**config.mk**
```make
export PLATFORM = sky130hd
export DESIGN_NAME = irq_arbiter
export DESIGN_NICKNAME = d
export VERILOG_FILES = /design/src/rtl/irq_arb_pkg.sv /design/src/rtl/irq_nmi_latch.sv /design/src/rtl/irq_level_sample.sv /design/src/rtl/irq_select.sv /design/src/rtl/irq_arbiter.sv
export SDC_FILE = /design/constraint.sdc
export NUM_CORES = 1
export LEC_CHECK = 0
export BUFFER_PORTS_ARGS = -buffer_cell sky130_fd_sc_hd__buf_4
export CAP_MARGIN = 20
export CORE_MARGIN = 10
export CORE_UTILIZATION = 40
export CTS_CLUSTER_SIZE = 16
export DETAILED_ROUTE_END_ITERATION = 6
export HOLD_SLACK_MARGIN = 0.15
export PLACE_DENSITY = 0.81
export SYNTH_ARGS = -nofsm -noshare
export SYNTH_HDL_FRONTEND = slang
export SYNTH_HIERARCHICAL = 1
export SYNTH_SLANG_ARGS = --single-unit
```
**constraint.sdc**
```tcl
create_clock -name clk -period 1.9 [get_ports clk]
set_clock_uncertainty 0.1 [all_clocks]
set_input_delay 0.095 -clock clk [delete_from_list [all_inputs] [get_ports clk]]
set_output_delay 0.095 -clock clk [all_outputs]
set_load 0.02 [all_outputs]
```
**src/rtl/irq_arb_pkg.sv**
```systemverilog
package irq_arb_pkg;

    typedef enum logic [2:0] {
        SEL_FETCH = 3'd0,
        SEL_NMI   = 3'd1,
        SEL_IM0   = 3'd2,
        SEL_IM1   = 3'd3,
        SEL_IM2   = 3'd4
    } seq_sel_e;

    typedef enum logic {
        ARB_IDLE  = 1'b0,
        ARB_GRANT = 1'b1
    } arb_state_e;

    typedef enum logic {
        NL_CLEAR   = 1'b0,
        NL_PENDING = 1'b1
    } nmi_state_e;

endpackage

```
**src/rtl/irq_nmi_latch.sv**
```systemverilog
module irq_nmi_latch
    import irq_arb_pkg::*;
(
    input  logic clk,
    input  logic rst_n,
    input  logic nmi_pin,
    input  logic take,
    output logic pending
);

    nmi_state_e state_q, state_d;
    logic       pin_q;
    logic       rise;

    assign rise = nmi_pin & ~pin_q;

    always_ff @(posedge clk or negedge rst_n) begin
        if (!rst_n) begin
            state_q <= NL_CLEAR;
            pin_q   <= 1'b0;
        end else begin
            state_q <= state_d;
            pin_q   <= nmi_pin;
        end
    end

    always_comb begin
        state_d = state_q;
        unique case (state_q)
            NL_CLEAR:   if (rise) state_d = NL_PENDING;
            NL_PENDING: if (take && !rise) state_d = NL_CLEAR;
            default:    state_d = NL_CLEAR;
        endcase
    end

    assign pending = (state_q == NL_PENDING);

endmodule

```
**src/rtl/irq_level_sample.sv**
```systemverilog
module irq_level_sample (
    input  logic clk,
    input  logic rst_n,
    input  logic level_in,
    output logic level_q
);

    always_ff @(posedge clk or negedge rst_n) begin
        if (!rst_n) level_q <= 1'b0;
        else        level_q <= level_in;
    end

endmodule

```
**src/rtl/irq_select.sv**
```systemverilog
module irq_select
    import irq_arb_pkg::*;
(
    input  logic       nmi_pend,
    input  logic       int_lvl,
    input  logic       iff1,
    input  logic [1:0] im_mode,
    output seq_sel_e   sel,
    output logic       accept
);

    seq_sel_e mode_sel;

    always_comb begin
        unique case (im_mode)
            2'd0:    mode_sel = SEL_IM0;
            2'd2:    mode_sel = SEL_IM2;
            default: mode_sel = SEL_IM1;
        endcase
    end

    always_comb begin
        if (nmi_pend)            sel = SEL_NMI;
        else if (int_lvl && iff1) sel = mode_sel;
        else                     sel = SEL_FETCH;
    end

    assign accept = (sel != SEL_FETCH);

endmodule

```
**src/rtl/irq_arbiter.sv**
```systemverilog
module irq_arbiter
    import irq_arb_pkg::*;
#(
    parameter int PC_W = 16
) (
    input  logic            clk,
    input  logic            rst_n,
    input  logic            nmi_pin,
    input  logic            int_pin,
    input  logic            iff1,
    input  logic [1:0]      im_mode,
    input  logic            fetch_req,
    input  logic            halt_in,
    input  logic [PC_W-1:0] pc_in,
    output logic            seq_valid,
    output logic [2:0]      seq_sel,
    output logic            halt_clr,
    output logic [PC_W-1:0] pc_out
);

    localparam logic [PC_W-1:0] PC_STEP = PC_W'(1);

    arb_state_e     state_q, state_d;
    logic           nmi_pend;
    logic           int_lvl;
    logic           accept;
    logic           take_nmi;
    seq_sel_e       sel;
    seq_sel_e       sel_q;
    logic           halt_clr_q;
    logic [PC_W-1:0] pc_q;

    assign take_nmi = fetch_req & nmi_pend;

    irq_nmi_latch u_nmi (
        .clk     (clk),
        .rst_n   (rst_n),
        .nmi_pin (nmi_pin),
        .take    (take_nmi),
        .pending (nmi_pend)
    );

    irq_level_sample u_int (
        .clk      (clk),
        .rst_n    (rst_n),
        .level_in (int_pin),
        .level_q  (int_lvl)
    );

    irq_select u_sel (
        .nmi_pend (nmi_pend),
        .int_lvl  (int_lvl),
        .iff1     (iff1),
        .im_mode  (im_mode),
        .sel      (sel),
        .accept   (accept)
    );

    // state register
    always_ff @(posedge clk or negedge rst_n) begin
        if (!rst_n) state_q <= ARB_IDLE;
        else        state_q <= state_d;
    end

    always_comb begin
        state_d = state_q;
        unique case (state_q)
            ARB_IDLE:  state_d = fetch_req ? ARB_GRANT : ARB_IDLE;
            ARB_GRANT: state_d = fetch_req ? ARB_GRANT : ARB_IDLE;
            default:   state_d = ARB_IDLE;
        endcase
    end

    // output registers
    always_ff @(posedge clk or negedge rst_n) begin
        if (!rst_n) begin
            sel_q      <= SEL_FETCH;
            halt_clr_q <= 1'b0;
            pc_q       <= '0;
        end else if (fetch_req) begin
            sel_q      <= sel;
            halt_clr_q <= accept & halt_in;
            pc_q       <= (accept && halt_in) ? pc_in + PC_STEP : pc_in;
        end else begin
            sel_q      <= SEL_FETCH;
            halt_clr_q <= 1'b0;
        end
    end

    assign seq_valid = (state_q == ARB_GRANT);
    assign seq_sel   = sel_q;
    assign halt_clr  = halt_clr_q;
    assign pc_out    = pc_q;

endmodule

```
* Word level (Yosys, flattened, before mapping) *
Index checks and enable logic that the tools add are counted.

storage, ports and cells
  register bits after elaboration = 24
  bits of input ports = 25
  logic and storage cells = 30

cells by class
  $add $sub $neg = 1
  equality and inequality tests = 1
  mux-type cells = 10
  bitwise logic cells = 5
  reduce and logical (&&, ||, !) cells = 6

operator list
  operator                                                          count
  16-bit by 1-bit adder with 16-bit output (second input constant)  1
  16-bit 2-to-1 mux                                                 1
  3-bit 2-to-1 mux                                                  3
  3-bit one-hot mux with 2 select lines                             1
  1-bit 2-to-1 mux                                                  4
  1-bit AND                                                         3
  1-bit logical AND                                                 3
  3-bit nonzero test                                                1
  2-bit == test (second input constant)                             1
  2-bit logical NOT                                                 1
  1-bit NOT                                                         2
  1-bit one-hot mux with 2 select lines                             1
  1-bit logical NOT                                                 1

* Depth between registers and ports, before layout *
Gate-level depths: netlist (run 1).

  word-level depth = 7
  depth in mapped cells = 6

* Cells and area by module *
The synthesis (run 1) kept the hierarchy.

by module, submodules not included
  module            times used  cells an instance  area an instance (µm²)  sequential area each (µm²)
  irq_arbiter       1           109                1039.7                  525.5
  irq_nmi_latch     1           5                  70.1                    50.0
  irq_select        1           6                  52.6                    0.0
  irq_level_sample  1           1                  25.0                    25.0

* Worst setup path before layout (run 1) *
OpenSTA, ideal clock, no wires.

  path kind = reg2reg
  start = register u_nmi.state_q, in the netlist u_nmi/pending
  end = register pc_q[15], in the netlist pc_out[15]
  library setup time = 82 ps
  arrival time = 1709 ps
  required time = 1718 ps
  setup slack = 9 ps
  cell stages (with the launch flop) = 6
  period minus slack after synthesis = 1891 ps
  path through = dfrtp_1 > nand2b_1 > nand4_1 > or4_4 > or3_1 > a31oi_1

between the ends
  cells in the longest elaborated chain, start to end = 4

ends and longest elaborated chain
  what                      RTL line             RTL
  start: declaration        irq_nmi_latch.sv:11  nmi_state_e state_q, state_d;
  start signal: assignment  irq_nmi_latch.sv:22  state_q <= state_d;
  3-bit 2-to-1 mux          irq_select.sv:23     if (nmi_pend) sel = SEL_NMI;
  3-bit nonzero test        irq_select.sv:28     assign accept = (sel != SEL_FETCH);
  named net accept          irq_arbiter.sv:26    logic accept;
  1-bit logical AND         irq_arbiter.sv:83    pc_q <= (accept && halt_in) ? pc_in + PC_STEP : pc_in;
  16-bit 2-to-1 mux         irq_arbiter.sv:83
  end signal: assignment    irq_arbiter.sv:83
  end: declaration          irq_arbiter.sv:31    logic [PC_W-1:0] pc_q;

The timed path passes the listed nets, and every way through them passes these cells.
A chain may end at the register's enable or synchronous reset.

* Worst setup path after layout (run 1) *
  start = input port iff1
  end = register pc_q[15], in the netlist pc_out[15]

between the ends
  cells in the longest elaborated chain, start to end = 6

ends and longest elaborated chain
  what                RTL line           RTL
  start: declaration  irq_arbiter.sv:10  input logic iff1,
  1-bit logical AND   irq_select.sv:24   else if (int_lvl && iff1) sel = mode_sel;
  3-bit 2-to-1 mux    irq_select.sv:24
  3-bit 2-to-1 mux    irq_select.sv:23
  3-bit nonzero test  irq_select.sv:28
  named net accept    irq_arbiter.sv:26
  1-bit logical AND   irq_arbiter.sv:83
  16-bit 2-to-1 mux   irq_arbiter.sv:83

The timed path passes the listed nets, and every way through them passes these cells.

==> metrics.md, run 1 <==
| Metric | Value |
|---|---|
| Result of the run | `complete, but fails checks` |
| Failing checks | `negative setup slack` |
| Top-count cell post-synth | `dfrtp_1` |
| Core Area | `0.00281 mm^2` |
| Fmax | `525 MHz` |
| Post-synthesis cell type count | `32` |
| Crit. End Element | `flop` |
| Worst Tran Pin Value | `between 0.3 and 0.4 ns` |
| Antenna violations before repair | `0` |
| Mapped Avg Cell Area | `9.81 um^2` |
| Crit path DAT | `roughly 2 ns` |
| Post-Syn Instances | `121` |
| Sequential fraction of design power | `47.5%` |
| Die Width | `roughly 74 um` |
| GR Overflow Total | `0` |
| Critical Path RT | `2.05 ns` |
| Number of vias per cell | `5.13` |
| DR iter-0 viols | `51` |
| Area grow syn2layout | `62.6%` |
| Crit-path max FO | `3` |
| Delay of the slowest critical-path stage | `0.53 ns` |
| Register area | `601 um^2` |
| Vias | `about 1200` |
| Drt pass-1 iters | `4` |
| Hold_ws | `~0.26 ns` |
| HPWL Detailed | `approximately 2500 um` |
| Pin count of the biggest net entering global routing | `39` |
| Power Dens Cells | `633 mW/mm^2` |
| Clock sinks | `24` |
| Post-synthesis sequential area ratio | `around half` |
| Antenna-violating nets left | `0` |
| Root buf cell | `clkbuf_4` |
| Comb power frac | `30.3%` |
| Ranking of synthesized cells by area | `dfrtp_1 (51%), xnor2_1 (6.6%), a21oi_1 (5.9%)` |
| Crit path max-delay cell type | `dlygate4sd3_1` |
| Leakage | `approximately 0.86 nW` |
| Placed Area | `0.00157 mm^2` |
| CTS tree | `built` |
| Die area | `approximately 0.0055 mm^2` |
| Seq cells post-synth | `24` |
| Endpoints failing hold | `0` |
| Area share of the leading cell type in the synthesized netlist | `50.6%` |
| First-pass GRT wire length | `6070 um` |
| IO Count | `46` |
| DRC | `0` |
| Final instance area | `between 0.0015 and 0.002 mm^2` |
| Non-Filler Instances | `approximately 230` |
| Multi-input gate area | `between 500 and 600 um^2` |
| Net switching fraction of the power | `29.7%` |
| Number of fill cells in the layout | `226` |
| Primary flip-flop cell chosen by synthesis mapping | `dfrtp_1` |
| Cell-internal power | `about 0.86 mW` |
| Ys Warns | `6` |
| NumNets Final | `approximately 230` |
| Largest buffer count on any clock path | `2` |
| Tightest Hold Check Type | `in -> reg` |
| Relative slew margins | `77.0%` |
| Sw Pwr | `around 0.36 mW` |
| Critical-path cell list | `dlygate4sd3_1 -> buf_4 -> nand2_2 -> nand2b_1 -> nand4_1 -> or4_4 -> or3_1 -> a31oi_1` |
| Ratio of cells with drive above 1 in the final layout | `about a third` |
| Post-synth top cells | `dfrtp_1 (24), nor2_1 (18), a21oi_1 (14)` |
| GPL Wtd Cong | `a little under 0.8` |
| Drt total wl | `roughly 3600 um` |
| Crit start category | `input port` |
| WL/cell | `15.7 um` |
| H-tree levels | `1` |
| Async S/R FF share, synth | `100%` |
| Total global-route track usage | `13.9%` |
| Final Max Slew Viols | `0` |
| Post-Place Setup Slack | `0.0813 ns` |
| Final setup viols | `1` |
| Synth area leader | `dfrtp_1` |
| Mapped cell area | `0.00119 mm^2` |
| Port bufs | `45` |
| Final Util | `68.8%` |
| Design Power | `1.22 mW` |
| Mapped Nets | `between 100 and 150` |
| CTS clk-pin slew, worst paths | `0.13 ns` |
| Diodes inserted | `0` |
| Period utilization | `100%` |
| Crit Path Class | `in -> reg` |
| PnR worst setup slack | `-0.00581 ns` |
| Initial Utilization | `42.3%` |
| FP Rows | `19` |
| Post-synth EDFFs | `0` |
| Final setup TNS | `-0.00581 ns` |
| Minimum clock period | `1.91 ns` |
| Max-cap violations | `0` |
| Peak supply drop | `0.404 mV` |
| Total CTS buffers | `3` |
| Vias in the first global route | `roughly 1300` |
| Die H | `74.5 um` |
| Placed cells | `196` |
| Unrepaired setup endpoints after global routing | `yes` |
| Clock latency on the worst-skew pair | `just over 0.3 ns` |
| Clock power share | `between 20% and 30%` |
power groups by stage:
stage / clock network (mW) / registers [mW] / logic (mW)
floorplan: 0 / 0.641 / 0.0903
global placement: 0 / 0.588 / 0.301
detailed placement: 0 / 0.591 / 0.308
CTS: 0.279 / 0.581 / 0.360
global route: 0.308 / 0.588 / 0.403
finish: 0.271 / 0.581 / 0.370
cell type report:
type / instances / share of cell area [%]
Multi-Input combinational cell: 89 / 29.1
Sequential cell: 24 / 31.1
Timing Repair Buffer: 79 / 35.1
Tap cell: 31 / 2.01
Clock buffer: 4 / 1.88
Inverter: 4 / 0.778
worst paths after layout:
kind / from / endpoint / slack [ns] / cells past startpoint
setup / recovery: iff1 / pc_out[15]$_DFFE_PN0P_ / -0.006 / 8
hold / removal: im_mode[1] / seq_sel[2]$_DFF_PN0_ / 0.26 / 4
setup reg to reg: u_int/level_q$_DFF_PN0_ / pc_out[15]$_DFFE_PN0P_ / 0.01 / 6
hold reg to reg: u_nmi/pin_q$_DFF_PN0_ / u_nmi/pending$_DFF_PN0_ / 0.38 / 1
max in group asynchronous: rst_n / seq_sel[0]$_DFF_PN0_ / 0.75 / 4
min in group asynchronous: rst_n / u_nmi/pin_q$_DFF_PN0_ / 0.56 / 3
cells in the final DEF (no fill, tap or decap), types with 2 or more instances in the layout:
cell and instances:
nand3_1 3, nor4_1 3, and2_1 4, a21oi_1 14
dfrtp_1 24, nand2_1 5, clkbuf_4 3, nor3_1 3
nand4_1 5, xor2_1 4, dlygate4sd3_1 27, xnor2_1 9
nor2_1 18, a31oi_1 2, buf_4 51, inv_1 4
repair_timing:
action | CTS | global route
gates resized for setup | 0 | 1
endpoints found under the setup margin | 0 | 4
setup buffers | 0 | 3
endpoints found under the hold margin | 48 | 0
hold buffers | 27 | 0
layer usage:
metal  GRT usage (%)  wire length [um]
met1            15.5              1530
met2            23.8              1760
met3            4.65               278
met4            5.67                53
met5               0                 0
state kept, by name (all words and copies together) (netlist names):
name	flops
seq_valid	1
pc_out	16
u_nmi/pin_q	1
seq_sel	3
halt_clr	1
u_nmi/pending	1
u_int/level_q	1
logic make-up (layout without fill, tap and decap cells):
kind of cell,Yosys count,count (layout),share of synthesized area (%)
and+or+nand+nor,54,54,25.6
DFF,24,24,50.6
AOI/OAI and AO/OA,20,20,9.80
xor gates and xnor gates,13,13,9.59
buffers and inverters,8,87,2.53
adders and majority gates,1,1,1.05
muxes,1,1,0.843
critical path, delay by kind of cell:
family | cells | cell delay [ns]
and+or+nand+nor | 5 | 1.14
buffers and inverters | 2 | 0.64
AOI/OAI and AO/OA | 1 | 0.16
No activity file was read; power rests on OpenSTA's default activity.
==> inputs of run 2 (changes only) <==
--- a/config.mk
+++ b/config.mk
@@ -8,11 +8,11 @@
 export BUFFER_PORTS_ARGS = -buffer_cell sky130_fd_sc_hd__buf_4
 export CAP_MARGIN = 20
 export CORE_MARGIN = 10
-export CORE_UTILIZATION = 40
+export CORE_UTILIZATION = 30
 export CTS_CLUSTER_SIZE = 16
 export DETAILED_ROUTE_END_ITERATION = 6
 export HOLD_SLACK_MARGIN = 0.15
-export PLACE_DENSITY = 0.81
+export PLACE_DENSITY = 0.67
 export SYNTH_ARGS = -nofsm -noshare
 export SYNTH_HDL_FRONTEND = slang
 export SYNTH_HIERARCHICAL = 1
==> metrics.md, run 2 (synthesized netlist as in run 1, its figures left out) <==
| Metric | Value |
|---|---|
| Endpoints failing hold | `0 (unchanged)` |
| Commonest non-fill, non-tap cells in the layout | `buf_4 (49), dfrtp_1 (24), dlygate4sd3_1 (24)` |
| Final Max Slew Viols | `0 (unchanged)` |
| Worst Reg-to-Reg Cells | `6 (unchanged)` |
| Number of vias per cell | `4.55 (-11%)` |
| Ratio of cells with drive above 1 in the final layout | `32.0% (-1.0 points)` |
| Gr busiest metal | `met2` |
| Post-Place Setup Slack | `0.0728 ns (-0.00848 ns)` |
| Pin count of the biggest net entering global routing | `39 (unchanged)` |
| Drt pass-1 iters | `2 (-2)` |
| DRC | `0 (unchanged)` |
| Met2 usage | `17.4% (-6.4 points)` |
| Port bufs | `45 (unchanged)` |
| Commonest non-fill, non-tap cell in the layout | `buf_4` |
| Number of fill cells in the layout | `333 (+47%)` |
| Result of the run | `completed` |
| Total global-route track usage | `9.92% (-4.0 points)` |
| Crit Path Class | `in -> reg` |
| Area grow syn2layout | `61.0%` |
| Crit path DAT | `1.94 ns (-0.12 ns)` |
| GR Overflow Total | `0 (unchanged)` |
| Delay of the slowest critical-path stage | `0.56 ns (+0.03 ns)` |
| Design Power | `1.27 mW (+3.8%)` |
| PnR worst setup slack | `0.0512 ns (+0.0571 ns)` |
| Core Area | `0.00374 mm^2 (+33%)` |
| Die area | `0.00687 mm^2 (+24%)` |
| GR met3 Demand/Resource | `3.52% (-1.1 points)` |
| Met1 Usage GRT | `10.8% (-4.7 points)` |
| First-pass GRT wire length | `5830 um (-4.0%)` |
| Max-cap violations | `0 (unchanged)` |
| Root buf cell | `clkbuf_8` |
| GPL Wtd Cong | `0.759 (-1.4%)` |
| Relative slew margins | `77.9% (+0.89 points)` |
| Minimum clock period | `1.85 ns (-0.0571 ns)` |
| Total CTS buffers | `3 (unchanged)` |
| CTS clk-pin slew, worst paths | `0.08 ns (-0.05 ns)` |
| Clock sinks | `24 (unchanged)` |
| Antenna-violating nets left | `0 (unchanged)` |
| Unrepaired setup endpoints after global routing | `yes` |
| Die Width | `82.9 um (+11%)` |
| Crit path max-delay cell type | `or4_4` |
| Start point of the critical path | `pc_in[0]` |
| Final setup viols | `0 (-1)` |
| NumNets Final | `221 (-2.6%)` |
| Initial Utilization | `31.7% (-11 points)` |
| WL/cell | `14.0 um (-11%)` |
| RR Endpoint | `pc_out[15]$_DFFE_PN0P_` |
| Crit-path max FO | `6 (+3)` |
| Vias | `1100 (-7.3%)` |
| Drt total wl | `3390 um (-6.6%)` |
| Clock latency on the worst-skew pair | `0.26 ns (-0.05 ns)` |
| Diodes inserted | `0 (unchanged)` |
| Tightest Hold Check Type | `in -> async` |
| Critical-path cell list | `dlygate4sd3_1 -> buf_4 -> nand3_4 -> or4_4 -> or3_1 -> a31oi_1` |
| DR iter-0 viols | `21 (-59%)` |
| Peak supply drop | `0.226 mV (-44%)` |
| Leakage | `0.826 nW (-4.0%)` |
| FP Rows | `22 (+3)` |
| Worst Tran Pin Value | `0.328 ns (-0.0133 ns)` |
| Critical Path RT | `1.99 ns (-0.06 ns)` |
| Fmax | `541 MHz (+3.1%)` |
| Power Dens Cells | `664 mW/mm^2 (+4.8%)` |
| IO Count | `46 (unchanged)` |
| Largest buffer count on any clock path | `2 (unchanged)` |
| Crit start category | `input port` |
| Worst flop-to-flop path startpoint | `u_int/level_q$_DFF_PN0_` |
| CTS tree | `built` |
| R2r setup slk | `0.07 ns (+0.06 ns)` |
| Die H | `82.9 um (+11%)` |
| Max FFs per register | `16 (unchanged)` |
| HPWL Detailed | `2390 um (-4.4%)` |
| Vias in the first global route | `1211 (-8.8%)` |
| Crit. End Element | `flop` |
| Period utilization | `97.3% (-3.0 points)` |
| Antenna violations before repair | `0 (unchanged)` |
| H-tree levels | `1 (unchanged)` |
run 2: layer usage:
metal / wire length [um] / up-vias
met3: 256 / 7
li1: - / 572
met4: 53 / 0
met2: 1650 / 30
met5: 0 / -
met1: 1430 / 491
run 2: stage by stage:
step	utilization [%]	cells	setup TNS (ns)	area (um^2)	hold WS (ns)
2_1_floorplan	-	121	0	1190	-0.301
3_3_place_gp	42.5	213	0	1590	-0.0962
3_5_place_dp	42.5	213	0	1590	-0.0895
4_1_cts	50.4	241	0	1890	0.165
5_1_grt	51.1	242	-0.00647	1910	0.181
6_report	51.1	242	0	1910	0.157
run 2: timing repair:
action                                 4_1_cts  5_1_grt
hold buffers                                24        0
buffers inserted                             0        1
gates resized for setup                      0        2
setup endpoints to repair                    0        4
endpoints found under the hold margin       47        0
run 2: worst max-delay path by stage:
stage / slack [ns] / to
global placement: 0.12 / pc_out[15]$_DFFE_PN0P_
detailed placement: 0.07 / pc_out[15]$_DFFE_PN0P_
finish: 0.05 / pc_out[15]$_DFFE_PN0P_
floorplan: 0.009 / pc_out[15]$_DFFE_PN0P_
global route: -0.006 / pc_out[15]$_DFFE_PN0P_
CTS: 0.02 / pc_out[15]$_DFFE_PN0P_
run 2: critical path, delay by kind of cell:
kind	cells	cell delay (ns)
simple gates	3	1.02
buf+inv	2	0.67
compound gates	1	0.15
run 2: layout make-up:
cell class / count / area (um^2) / area share [%]
Timing Repair Buffer: 73 / 608 / 31.8
Sequential cell: 24 / 601 / 31.4
Multi-Input combinational cell: 89 / 573 / 30.0
Tap cell: 48 / 60.1 / 3.14
Clock buffer: 4 / 55.1 / 2.88
Inverter: 4 / 15.0 / 0.785
run 2: where the power goes:
| part | leakage (nW) | internal, mW | switching [mW] | total (mW) |
|---|---|---|---|---|
| sequential | 0.278 | 0.556 | 0.0233 | 0.579 |
| combinational | 0.519 | 0.175 | 0.178 | 0.353 |
| clock | 0.0288 | 0.185 | 0.152 | 0.336 |
| total | 0.826 | 0.916 | 0.353 | 1.27 |
